`config.mk`:
```
export PLATFORM = sky130hd
export DESIGN_NAME = cascade_irq_ctrl
export DESIGN_NICKNAME = d
export VERILOG_FILES = /design/src/rtl/pic_pkg.sv /design/src/rtl/pic_prio_res.sv /design/src/rtl/pic_stage.sv /design/src/rtl/cascade_irq_ctrl.sv
export SDC_FILE = /design/constraint.sdc
export NUM_CORES = 1
export LEC_CHECK = 0
export ABC_AREA = 1
export CORE_MARGIN = 5
export CORE_UTILIZATION = 59
export DETAILED_ROUTE_END_ITERATION = 16
export GPL_ROUTABILITY_DRIVEN = 1
export GPL_TIMING_DRIVEN = 0
export PLACE_DENSITY = 0.87
export SETUP_SLACK_MARGIN = 0.5
export SYNTH_ARGS = -nofsm -noshare
export SYNTH_HDL_FRONTEND = slang
export SYNTH_SLANG_ARGS = --single-unit
```
`constraint.sdc`:
```
create_clock -name clk_i -period 4.8 [get_ports clk_i]
set_input_delay 0.96 -clock clk_i [delete_from_list [all_inputs] [get_ports clk_i]]
set_output_delay 0.96 -clock clk_i [all_outputs]
set_load 0.005 [all_outputs]
```
`src/rtl/pic_pkg.sv`:
```
package pic_pkg;
  localparam int STAGE_N = 8;
  localparam int IDX_W   = $clog2(STAGE_N);
  localparam int VEC_W   = 8;
  localparam int LINES   = 2 * STAGE_N;
  localparam int CASC_IN = 2;
  localparam int ALIAS_IN = 1;

  typedef enum logic [2:0] {
    A_PRI_BASE = 3'd0,
    A_PRI_MASK = 3'd1,
    A_SEC_BASE = 3'd2,
    A_SEC_MASK = 3'd3,
    A_PRI_EOI  = 3'd4,
    A_SEC_EOI  = 3'd5
  } reg_addr_e;
endpackage

```
`src/rtl/pic_prio_res.sv`:
```
module pic_prio_res #(
  parameter int N  = 8,
  parameter int IW = $clog2(N)
) (
  input  logic [N-1:0]  pend_i,
  input  logic [N-1:0]  isr_i,
  output logic          valid_o,
  output logic [IW-1:0] idx_o,
  output logic          top_isr_valid_o,
  output logic [IW-1:0] top_isr_idx_o
);
  // lowest index wins; any in-service bit at or above a request blocks it
  always_comb begin
    logic blocked;
    blocked = 1'b0;
    valid_o = 1'b0;
    idx_o   = '0;
    top_isr_valid_o = 1'b0;
    top_isr_idx_o   = '0;
    for (int i = 0; i < N; i++) begin
      if (isr_i[i] && !top_isr_valid_o) begin
        top_isr_valid_o = 1'b1;
        top_isr_idx_o   = IW'(i);
      end
      blocked = blocked | isr_i[i];
      if (pend_i[i] && !blocked && !valid_o) begin
        valid_o = 1'b1;
        idx_o   = IW'(i);
      end
    end
  end
endmodule

```
`src/rtl/pic_stage.sv`:
```
module pic_stage #(
  parameter int N  = 8,
  parameter int IW = $clog2(N),
  parameter int VW = 8
) (
  input  logic          clk_i,
  input  logic          rst_ni,
  input  logic          base_we_i,
  input  logic          mask_we_i,
  input  logic          eoi_i,
  input  logic [VW-1:0] wdata_i,
  input  logic [N-1:0]  raw_i,
  input  logic          ack_i,
  input  logic [IW-1:0] ack_idx_i,
  output logic          cand_valid_o,
  output logic [IW-1:0] cand_idx_o,
  output logic [VW-1:0] base_o,
  output logic [N-1:0]  isr_o
);
  logic [N-1:0]  mask_q, isr_q, isr_d, pend;
  logic [VW-1:0] base_q;
  logic          top_v;
  logic [IW-1:0] top_idx;

  assign pend = raw_i & ~mask_q;

  pic_prio_res #(.N(N), .IW(IW)) u_res (
    .pend_i(pend), .isr_i(isr_q),
    .valid_o(cand_valid_o), .idx_o(cand_idx_o),
    .top_isr_valid_o(top_v), .top_isr_idx_o(top_idx)
  );

  always_comb begin
    isr_d = isr_q;
    if (eoi_i && top_v) isr_d[top_idx] = 1'b0;
    if (ack_i)          isr_d[ack_idx_i] = 1'b1;
  end

  always_ff @(posedge clk_i or negedge rst_ni) begin
    if (!rst_ni) begin
      mask_q <= '0;
      base_q <= '0;
      isr_q  <= '0;
    end else begin
      if (mask_we_i) mask_q <= wdata_i[N-1:0];
      if (base_we_i) base_q <= wdata_i;
      isr_q <= isr_d;
    end
  end

  assign base_o = base_q;
  assign isr_o  = isr_q;

  AST_MASKED_NEVER_WINS: assert property (@(posedge clk_i) disable iff (!rst_ni)
    cand_valid_o |-> !mask_q[cand_idx_o]);
  AST_CAND_NOT_IN_SERVICE: assert property (@(posedge clk_i) disable iff (!rst_ni)
    cand_valid_o |-> !isr_q[cand_idx_o]);
  AST_ACK_MARKS_LINE: assert property (@(posedge clk_i) disable iff (!rst_ni)
    ack_i |=> isr_q[$past(ack_idx_i)]);
  AST_EOI_DROPS_ONE: assert property (@(posedge clk_i) disable iff (!rst_ni)
    (eoi_i && !ack_i && isr_q != '0) |=> $countones(isr_q) == $countones($past(isr_q)) - 1);
endmodule

```
`src/rtl/cascade_irq_ctrl.sv`:
```
module cascade_irq_ctrl
  import pic_pkg::*;
(
  input  logic             clk_i,
  input  logic             rst_ni,
  input  logic [LINES-1:0] req_i,
  input  logic             cpu_ie_i,
  input  logic             inta_i,
  input  logic             wr_en_i,
  input  logic [2:0]       wr_addr_i,
  input  logic [VEC_W-1:0] wr_data_i,
  output logic             irq_o,
  output logic [VEC_W-1:0] vec_o,
  output logic             lost_o
);
  logic [LINES-1:0]   irr_q, req_eff;
  logic               casc_q;
  logic [STAGE_N-1:0] pri_raw, pri_isr, sec_isr;
  logic               pri_v, sec_v, pri_ack, sec_ack;
  logic [IDX_W-1:0]   pri_idx, sec_idx;
  logic [VEC_W-1:0]   pri_base, sec_base, vec_q;
  logic               lost_q;

  // line 2 is the cascade input; its pin folds onto line 9
  always_comb begin
    req_eff = req_i;
    req_eff[CASC_IN] = 1'b0;
    req_eff[STAGE_N + ALIAS_IN] = req_i[STAGE_N + ALIAS_IN] | req_i[CASC_IN];
  end

  always_comb begin
    pri_raw = irr_q[STAGE_N-1:0];
    pri_raw[CASC_IN] = casc_q;
  end

  wire is_wr_pb = wr_en_i && (wr_addr_i == A_PRI_BASE);
  wire is_wr_pm = wr_en_i && (wr_addr_i == A_PRI_MASK);
  wire is_wr_sb = wr_en_i && (wr_addr_i == A_SEC_BASE);
  wire is_wr_sm = wr_en_i && (wr_addr_i == A_SEC_MASK);
  wire is_eoi_p = wr_en_i && (wr_addr_i == A_PRI_EOI);
  wire is_eoi_s = wr_en_i && (wr_addr_i == A_SEC_EOI);

  wire pri_is_casc = (pri_idx == IDX_W'(CASC_IN));
  assign pri_ack = inta_i && pri_v && (!pri_is_casc || sec_v);
  assign sec_ack = inta_i && pri_v && pri_is_casc && sec_v;

  pic_stage #(.N(STAGE_N), .IW(IDX_W), .VW(VEC_W)) u_pri (
    .clk_i, .rst_ni,
    .base_we_i(is_wr_pb), .mask_we_i(is_wr_pm), .eoi_i(is_eoi_p),
    .wdata_i(wr_data_i), .raw_i(pri_raw),
    .ack_i(pri_ack), .ack_idx_i(pri_idx),
    .cand_valid_o(pri_v), .cand_idx_o(pri_idx),
    .base_o(pri_base), .isr_o(pri_isr)
  );

  pic_stage #(.N(STAGE_N), .IW(IDX_W), .VW(VEC_W)) u_sec (
    .clk_i, .rst_ni,
    .base_we_i(is_wr_sb), .mask_we_i(is_wr_sm), .eoi_i(is_eoi_s),
    .wdata_i(wr_data_i), .raw_i(irr_q[LINES-1:STAGE_N]),
    .ack_i(sec_ack), .ack_idx_i(sec_idx),
    .cand_valid_o(sec_v), .cand_idx_o(sec_idx),
    .base_o(sec_base), .isr_o(sec_isr)
  );

  always_ff @(posedge clk_i or negedge rst_ni) begin
    if (!rst_ni) begin
      irr_q  <= '0;
      casc_q <= 1'b0;
      vec_q  <= '0;
      lost_q <= 1'b0;
    end else begin
      irr_q  <= req_eff;
      casc_q <= sec_v;
      if (inta_i) begin
        if (!pri_v) begin
          vec_q  <= {pri_base[VEC_W-1:IDX_W], {IDX_W{1'b1}}};
          lost_q <= 1'b1;
        end else if (!pri_is_casc) begin
          vec_q  <= {pri_base[VEC_W-1:IDX_W], pri_idx};
          lost_q <= 1'b0;
        end else if (sec_v) begin
          vec_q  <= {sec_base[VEC_W-1:IDX_W], sec_idx};
          lost_q <= 1'b0;
        end else begin
          vec_q  <= {sec_base[VEC_W-1:IDX_W], {IDX_W{1'b1}}};
          lost_q <= 1'b1;
        end
      end
    end
  end

  assign irq_o  = pri_v && cpu_ie_i;
  assign vec_o  = vec_q;
  assign lost_o = lost_q;

  AST_LOST_IS_LAST_INPUT: assert property (@(posedge clk_i) disable iff (!rst_ni)
    lost_q |-> vec_q[IDX_W-1:0] == {IDX_W{1'b1}});
  AST_SEC_HOLDS_CASCADE: assert property (@(posedge clk_i) disable iff (!rst_ni)
    (sec_isr != '0) |-> pri_isr[CASC_IN]);
  AST_LOST_MARKS_NOTHING: assert property (@(posedge clk_i) disable iff (!rst_ni)
    (inta_i && !pri_ack && !is_eoi_p) |=> $stable(pri_isr));
endmodule

```
==> run metrics <==
WL/cell 13.8 um; Via density 5.30; Final Net Count 466; Cells after Synth 382; status finished, final reports clean; CTS H-tree depth 3; Pwr Total 1970 uW; largest net degree at the start of global routing 68; largest area contributor in the netlist dfrtp_1; Worst Tran Pin Value 0.823 ns; core footprint 5110 sq um; Setup TNS 0 ns; pre-CTS setup slack 1.82 ns; most frequent cells in the layout 86 x nand2_1, 67 x dfrtp_1, 50 x nor2_1; share of layout cells above drive strength 1 10.7%; sw frac 34.1%; post-cts sizing count 0; type of the worst min-delay path reg -> reg; Gate power share 32.1%; Clock Pin Slew Worst Setup and Hold Paths 0.07 ns; Area after DPL 3610 sq um; Bufs on Longest Clock Path 2; Crit Path Max Fanout 6; Leakage 0.00187 uW; Initial Utilization 60.9%; total detailed-routing wirelength 7.03 mm; slowest stage cell, crit path clkdlybuf4s50_1; Placer Congestion 0.919; DRT Pass-1 Iters 5; ranking of synthesized cells by area dfrtp_1 54%, nand2_1 10%, o21ai_0 7.4%; Final HPWL DP 5.11 mm; initial antenna violation count 0; RSZ-0062 raised after global routing false; Synth Warn # 0; Final Max Tran Viols 0; CTS root buffer clkbuf_8; # Post-CTS Setup Buffers 0; number of routed nets with antenna violations 0; Total GRT Usage 23.5%; total congestion overflow 0; most common cell after layout, fill and taps aside nand2_1; clock power share 28.6%; critical path's top delay family simple AND/OR/NAND/NOR gates; worst skew pair latency 0.34 ns; top-area cell type share of the netlist area 53.9%; crit path time final 3.30 ns; first-pass GRT wire length 12.0 mm; Port Buf Inserts 41; CP bufs+invs 1; Antenna diodes 0; hold_buf cts 0; total I/O pin count 42; violation count after the first detailed-route iteration 227; peak supply drop 329 uV; Sink Count 67; WS Path Type reg -> out; TritonCTS clock tree done; fmax 0.303 GHz; critical path, cell by cell nor2_4 > nand2_2 > nor2_4 > nand2_2 > nor2_4 > nand3_2 > nand3_2 > and2_1 > clkdlybuf4s50_1; Max Cap Violations 0; DRC viols 0; row cnt 26; CP Launch Type flop; Synth cell types 24; Final WS setup 1.50 ns; share of power burned in registers 39.3%; max incr delay on CP 0.49 ns; Slew headroom 45.1%; DR vias 2,698; die area 6820 sq um; fin crit share 68.7%; Post-Syn Area 3110 sq um; Final Setup Violations 0; Worst Path Arrival 2.34 ns; total CTS buffers 9; sequential area share after synthesis 53.9%; Sw Pwr 672 uW; Crit. End Element primary output; Fill cells 383; most used cell, CP nor2_4; Internal 1300 uW; syn_nets 414; CP Data Required Time 3.84 ns; final core occ 75.3%; Power Density 513 nW/um^2; fin area 3850 sq um; syn_area_per_cell 8.14 sq um; Fin. Hold Viols 0; FF+latch count, synth 67; Syn-to-layout area delta 23.7%; Die Ht 82.6 um; Die W 82.6 um; Clock Skews 0.0104 ns; vias in the first global route 2,660
cells in the mapped netlist, drive strengths merged:
cell type and instances:
nor2 62, nand3 26, and3 1, nand4 2, o21bai 4, nor3 6, clkinv 1, clkbuf 3
or2 3, nand2 89, inv 54, a31oi 2, and2 1, dfrtp 67, o21ai 54, a21oi 5
o21a 2
per-layer routing:
metal  share of wire, %  global-route usage, %
met1                 43                   29.4
met5                  0                      0
met3                6.0                   6.62
met4                1.6                   6.54
met2                 49                   39.9
cell families after synthesis:
group                  share of synthesized area [%]
AO/OA/AOI/OAI                                   11.3
flip-flops                                      53.9
AND/OR/NAND/NOR                                 27.8
buffers and inverters                           7.00
sequential cells by signal (all words and copies together) (netlist names):
signal and cells:
irr_q 15, u_pri.isr_o 8, u_pri.mask_q 8, u_sec.isr_o 8, u_sec.mask_q 8, vec_o 8, u_pri.base_o 5, u_sec.base_o 5
casc_q 1, lost_o 1
power groups by stage:
stage	Clock [uW]	Combinational, uW	Sequential [uW]
6_report	564	634	774
5_1_grt	595	717	789
4_1_cts	571	629	773
3_5_place_dp	0	621	782
3_3_place_gp	0	607	778
2_1_floorplan	0	423	770
path summary, 6_finish.rpt:
kind,startpoint,endpoint,slack (ns),cells after the start
setup / recovery,u_pri.isr_o[0],irq_o,1.50,9
hold / removal,u_sec.mask_q[7],u_sec.mask_q[7],0.49,2
setup reg to reg,u_pri.isr_o[0],u_pri.isr_o[7],2.63,8
hold reg to reg,u_sec.mask_q[7],u_sec.mask_q[7],0.49,2
max in group asynchronous,rst_ni,u_sec.mask_q[2],3.54,1
min in group asynchronous,rst_ni,vec_o[7],0.72,1
tightest hold or removal path: cells and delay by family (launching register included):
family / cells / cell delay (ns)
AO/OA/AOI/OAI: 1 / 0.06
AND/OR/NAND/NOR: 1 / 0.05
flip-flops: 1 / 0.35
stage by stage:
stage	std cells	hold slack, ns
4_1_cts	509	0.485
2_1_floorplan	382	0.448
3_5_place_dp	493	0.468
3_3_place_gp	493	0.462
5_1_grt	509	0.519
6_report	509	0.490
area by class of cell:
cell class | count | area (sq um) | area share [%]
Inverter | 55 | 206 | 5.37
Buffer | 3 | 11.3 | 0.293
Timing Repair Buffer | 41 | 408 | 10.6
Sequential cell | 67 | 1680 | 43.6
Multi-Input combinational cell | 257 | 1220 | 31.6
Clock buffer | 11 | 141 | 3.67
Tap cell | 70 | 87.6 | 2.28
Clock inverter | 5 | 100 | 2.60
(Power assumes the default switching activity.)
